--- src/rtl/nvstat_pkg.sv ---
package nvstat_pkg;

  localparam int STAT_W = 8;

  // Bit positions of the status byte that neighbours decode.
  localparam int POS_ARM = 7;
  localparam int POS_ONE = 6;
  localparam int POS_BPH = 3;
  localparam int POS_BPL = 2;
  localparam int POS_WEL = 1;

  // Nonvolatile protection state.
  typedef struct packed {
    logic       arm;
    logic [1:0] rng;
  } nv_t;

  localparam int NV_W = $bits(nv_t);

  // Protected-range decision from the range field and the two address MSBs.
  function automatic logic range_hit(input logic [1:0] rng, input logic [1:0] top2);
    logic hit;
    unique case (rng)
      2'b00:   hit = 1'b0;
      2'b01:   hit = (top2 == 2'b11);
      2'b10:   hit = top2[1];
      default: hit = 1'b1;
    endcase
    return hit;
  endfunction

endpackage

--- src/rtl/nvstat_wel.sv ---
module nvstat_wel (
  input  logic clk,
  input  logic rst_n,
  input  logic cs_start_i,
  input  logic cs_end_i,
  input  logic en_set_i,
  input  logic en_clr_i,
  input  logic wr_seen_i,
  output logic wel_o
);

  logic wel_q, wel_d;
  logic wcls_q, wcls_d;
  logic end_clear;

  // A write-class transaction is one that carried any write strobe,
  // including one on the very cycle of the end strobe.
  assign end_clear = cs_end_i & (wcls_q | wr_seen_i);

  always_comb begin
    wcls_d = wcls_q;
    if (cs_start_i || cs_end_i) begin
      wcls_d = 1'b0;
    end else if (wr_seen_i) begin
      wcls_d = 1'b1;
    end
  end

  always_comb begin
    wel_d = wel_q;
    if (en_clr_i || end_clear) begin
      wel_d = 1'b0;
    end else if (en_set_i) begin
      wel_d = 1'b1;
    end
  end

  always_ff @(posedge clk or negedge rst_n) begin
    if (!rst_n) begin
      wel_q  <= 1'b0;
      wcls_q <= 1'b0;
    end else begin
      wel_q  <= wel_d;
      wcls_q <= wcls_d;
    end
  end

  assign wel_o = wel_q;

endmodule

--- src/rtl/nvstat_lock.sv ---
module nvstat_lock
  import nvstat_pkg::*;
#(
  parameter logic [NV_W-1:0] NV_RST_VAL = '0
) (
  input  logic              clk,
  input  logic              rst_n,
  input  logic              cs_start_i,
  input  logic              wp_n_i,
  input  logic              sr_wr_i,
  input  logic [STAT_W-1:0] sr_wdata_i,
  input  logic              wel_i,
  output logic              grant_o,
  output nv_t               nv_o
);

  logic pin_q, pin_d;
  nv_t  nv_q, nv_d;
  logic locked;
  logic grant;

  // Pin captured at transaction start and held until the next start.
  always_comb begin
    pin_d = pin_q;
    if (cs_start_i) begin
      pin_d = wp_n_i;
    end
  end

  assign locked = nv_q.arm & ~pin_q;
  assign grant  = sr_wr_i & wel_i & ~locked;

  always_comb begin
    nv_d = nv_q;
    if (grant) begin
      nv_d.arm = sr_wdata_i[POS_ARM];
      nv_d.rng = {sr_wdata_i[POS_BPH], sr_wdata_i[POS_BPL]};
    end
  end

  always_ff @(posedge clk or negedge rst_n) begin
    if (!rst_n) begin
      pin_q <= 1'b0;
      nv_q  <= nv_t'(NV_RST_VAL);
    end else begin
      pin_q <= pin_d;
      nv_q  <= nv_d;
    end
  end

  assign grant_o = grant;
  assign nv_o    = nv_q;

endmodule

--- src/rtl/nvstat_range.sv ---
module nvstat_range
  import nvstat_pkg::*;
#(
  parameter int ADDR_W = 18
) (
  input  logic [1:0]        rng_i,
  input  logic              wel_i,
  input  logic              mem_wr_i,
  input  logic [ADDR_W-1:0] mem_addr_i,
  output logic              grant_o
);

  localparam int TOP_HI = ADDR_W - 1;
  localparam int TOP_LO = ADDR_W - 2;

  logic [1:0] top2;
  logic       hit;

  generate
    if (ADDR_W >= 2) begin : g_wide
      assign top2 = mem_addr_i[TOP_HI:TOP_LO];
    end else begin : g_narrow
      assign top2 = {mem_addr_i[0], 1'b0};
    end
  endgenerate

  assign hit     = range_hit(rng_i, top2);
  assign grant_o = mem_wr_i & wel_i & ~hit;

endmodule

--- src/rtl/nvstat_guard.sv ---
module nvstat_guard
  import nvstat_pkg::*;
#(
  parameter int               ADDR_W     = 18,
  parameter logic [NV_W-1:0]  NV_RST_VAL = '0
) (
  input  logic              clk,
  input  logic              rst_n,
  input  logic              cs_start_i,
  input  logic              cs_end_i,
  input  logic              wp_n_i,
  input  logic              en_set_i,
  input  logic              en_clr_i,
  input  logic              sr_wr_i,
  input  logic [7:0]        sr_wdata_i,
  input  logic              mem_wr_i,
  input  logic [ADDR_W-1:0] mem_addr_i,
  output logic [7:0]        status_o,
  output logic              sr_grant_o,
  output logic              mem_grant_o
);

  logic wel;
  nv_t  nv;

  nvstat_wel u_wel (
    .clk       (clk),
    .rst_n     (rst_n),
    .cs_start_i(cs_start_i),
    .cs_end_i  (cs_end_i),
    .en_set_i  (en_set_i),
    .en_clr_i  (en_clr_i),
    .wr_seen_i (sr_wr_i | mem_wr_i),
    .wel_o     (wel)
  );

  nvstat_lock #(
    .NV_RST_VAL(NV_RST_VAL)
  ) u_lock (
    .clk       (clk),
    .rst_n     (rst_n),
    .cs_start_i(cs_start_i),
    .wp_n_i    (wp_n_i),
    .sr_wr_i   (sr_wr_i),
    .sr_wdata_i(sr_wdata_i),
    .wel_i     (wel),
    .grant_o   (sr_grant_o),
    .nv_o      (nv)
  );

  nvstat_range #(
    .ADDR_W(ADDR_W)
  ) u_range (
    .rng_i     (nv.rng),
    .wel_i     (wel),
    .mem_wr_i  (mem_wr_i),
    .mem_addr_i(mem_addr_i),
    .grant_o   (mem_grant_o)
  );

  always_comb begin
    status_o          = '0;
    status_o[POS_ARM] = nv.arm;
    status_o[POS_ONE] = 1'b1;
    status_o[POS_BPH] = nv.rng[1];
    status_o[POS_BPL] = nv.rng[0];
    status_o[POS_WEL] = wel;
  end

endmodule

--- config.mk ---
export PLATFORM = sky130hd
export DESIGN_NAME = nvstat_guard
export DESIGN_NICKNAME = d
export VERILOG_FILES = /design/src/rtl/nvstat_pkg.sv /design/src/rtl/nvstat_wel.sv /design/src/rtl/nvstat_lock.sv /design/src/rtl/nvstat_range.sv /design/src/rtl/nvstat_guard.sv
export SDC_FILE = /design/constraint.sdc
export NUM_CORES = 1
export LEC_CHECK = 0
export ABC_AREA = 1
export CAP_MARGIN = 0
export CORE_AREA = 2 2 39 41
export CTS_BUF_LIST = sky130_fd_sc_hd__clkbuf_16
export CTS_CLUSTER_SIZE = 12
export DETAILED_ROUTE_END_ITERATION = 16
export DIE_AREA = 0 0 41 43
export DONT_BUFFER_PORTS = 1
export GPL_ROUTABILITY_DRIVEN = 0
export HOLD_SLACK_MARGIN = 0.03
export PLACE_DENSITY = 0.49
export SYNTH_ARGS = -nofsm -noshare
export SYNTH_HDL_FRONTEND = slang
export SYNTH_SLANG_ARGS = --single-unit
--- constraint.sdc ---
create_clock -name clk -period 1.1 [get_ports clk]
set_clock_uncertainty 0.05 [all_clocks]
set_input_delay 0.22 -clock clk [delete_from_list [all_inputs] [get_ports clk]]
set_output_delay 0.22 -clock clk [all_outputs]
set_load 0.03 [all_outputs]
==> results.ini <==
[outcome]
run_status=complete, but fails checks
failed_checks=negative setup slack

[synthesis]
ys_types=13
synth_top_cell_by_area=dfrtp_1
synth_seq_area_share_pct=43.0
synth_adder_area_share_pct=0
ys_seq_elements=6
synthCells=46
async_reset_ff_share_pct=100
synth.avg_cell_area_um2=7.59
synth_top_area_share_pct=43.0
synth_compound_area_share_pct=6.45
synth_mux_area_share_pct=0
synth_simple_gate_area_share_pct=29.7
synth_most_common_cell=nand2_1
synth.yosys.warnings=0
synth_top_family_by_area=simple AND/OR/NAND/NOR gates
yosys-top-cells-area=dfrtp_1, nand2_1, buf_4
synth_edf_count=0
synth-xor-area-share_pct=0
postSynth.topFlopCell=dfrtp_1
syn-cell-area_um2=349
synth.cells.most_frequent=nand2_1, dfrtp_1, inv_1, buf_4, nand3_1

[hold_path]
hold_path_class=primary input to flip-flop
hold-path-cell-count=1

[place]
post-place-cells=64
placement.io_buffers=0
place_hpwl_um=527
dpl_worst_slack_ps=19.4
placement.cell_area_um2=382

[timing]
final.setup.tns_ps=-420
setup_ws_ps=-185
final.hold.worst_slack_ps=35.3
rsz_0062_raised_after_global_routing=yes
timing.final.crit_share_pct=117
timing.fmax_mhz=778
timing.final.setup_violations=3
finalMaxSlewViolations=0
final.min_clock_period_ps=1290
final-hold-violation-count=0

[die]
die_w_um=41
die_area_um2=1760
io-pin-count=45
core_area_um2=1380
die_h_um=43
initial_cell_density_of_the_core_pct=25.2
rows=14

[setup_path]
critical-path-max-stage-delay_ps=400
crit_path_start_kind=flip-flop
reg2reg_depth=6
timing.critical_path.from=u_wel.wel_o
ff2ff_setup_slack_ps=40
critical_path.slowest_cell=dfrtp_1
timing.critical_path.arrival_ps=1020
crit_fanout=4
crit_required_ps=830
crit_type=flip-flop to output port
r2r_start=u_wel.wel_o
crit_chain=nand2_2 > clkinv_4 > nand2_4 > clkinvlp_4
timing.critical_path.to=sr_grant_o
critPathCaptureType=output port
reg2reg_to=u_lock.nv_o[0]

[power_and_ir_drop]
ir_worst_vdd_v=0.00106
totalPowerFinal_mw=1.18
powerDensity_nw_per_um2=2120
power.static_leakage_nw=0.292

[final_layout]
final_nets=95
fin_util_pct=40.1
area_growth_pct=58.8
insertedDiodeCount=0
fraction_of_final_layout_cells_sized_beyond_drive_strength_1_pct=39.0
finish.cell_count_without_fillers=75
cell_area_after_layout_um2=554

[cts]
clock_latency_at_the_later_pin_of_the_worst_skew_pair_ps=220
ctsRootBufferMaster=clkbuf_16
cts_tree=built
clk_pin_slew_ps=30
cts_inserted_buffers=3
cts-htree-levels=1
cts.path.max_buffers=2
clock_sink_count=6

[global_route]
first_global_vias=275
grt_first_pass_wirelength_mm=1.10
gr_ovfl_total=0
groute.usage.overall_pct=9.22
antenna_found_initial=0
grt_start_max_net_pins=7

[routing]
post_drt_wl_per_cell_um=9.57
via_per_instance_ratio=4.04
detail_route.first_pass.iterations=1
detailroute.via_count=303
route.final.wire_length_um=718
route.detailed.drc=0
drt_iter0_drc=0
postRouteAntennaNets=0

[run]
max_cap_violations=0

==> how the worst min path moves through the flow <==
stage                        start              to
after floorplan              rst_n  u_lock.nv_o[0]
after global placement       rst_n  u_lock.nv_o[2]
after detailed placement     rst_n  u_lock.nv_o[2]
after CTS                 cs_end_i     u_wel.wel_o
after global routing      cs_end_i     u_wel.wel_o
final                     cs_end_i     u_wel.wel_o
==> state kept, by name, summed over array words and instances, names as in the netlist <==
name / flops
u_lock.nv_o: 3
u_lock.pin_q: 1
u_wel.wcls_q: 1
u_wel.wel_o: 1
==> placed cells by master (no fill, tap or decap), types with 2 or more instances in the layout <==
cell type	count
buf_6	5
clkbuf_16	3
dlygate4sd3_1	2
nand2_1	14
nand3_2	2
dfrtp_1	5
nand2_4	2
inv_1	5
conb_1	4
buf_4	5
nor2_1	2
==> logic make-up after synthesis <==
family	Yosys count
buf+inv	12
other cells	2
flops	6
compound gates	4
simple gates	22
==> power by group <==
| group | switching, mW | internal, mW |
|---|---|---|
| Clock | 0.130 | 0.472 |
| Combinational | 0.162 | 0.115 |
| Sequential | 0.0382 | 0.259 |
| Total | 0.330 | 0.846 |
==> critical path, delay by kind of cell, from the launching register on <==
family | cells | cell delay (ps)
simple gates | 2 | 170
buf+inv | 2 | 220
flops | 1 | 400
==> area by class of cell <==
type | count | area [um^2]
Fill cell | 146 | 830
Multi-Input combinational cell | 30 | 155
Sequential cell | 6 | 151
Timing Repair Buffer | 12 | 114
Clock buffer | 3 | 75.1
Inverter | 7 | 35.0
Tap cell | 16 | 20.0
Clock inverter | 1 | 3.75
==> timing repair <==
action / 4_1_cts / 5_1_grt
hold buffers: 2 / 0
setup endpoints to repair: 2 / 5
endpoints found under the hold margin: 7 / 0
pin swaps: 1 / 3
cloned: 0 / 0
resized for setup: 2 / 7
buffers inserted: 3 / 2
==> metal layers <==
layer	routed length (um)	vias to the layer above	part of all wire [%]	GRT usage (%)
met5	0	-	0	0
met4	0	0	0	4.00
met3	78	0	11	3.14
met2	359	16	50	13.1
met1	281	131	39	12.3
li1	-	156	-	-
Note: power is estimated with default switching activity, not from simulation.
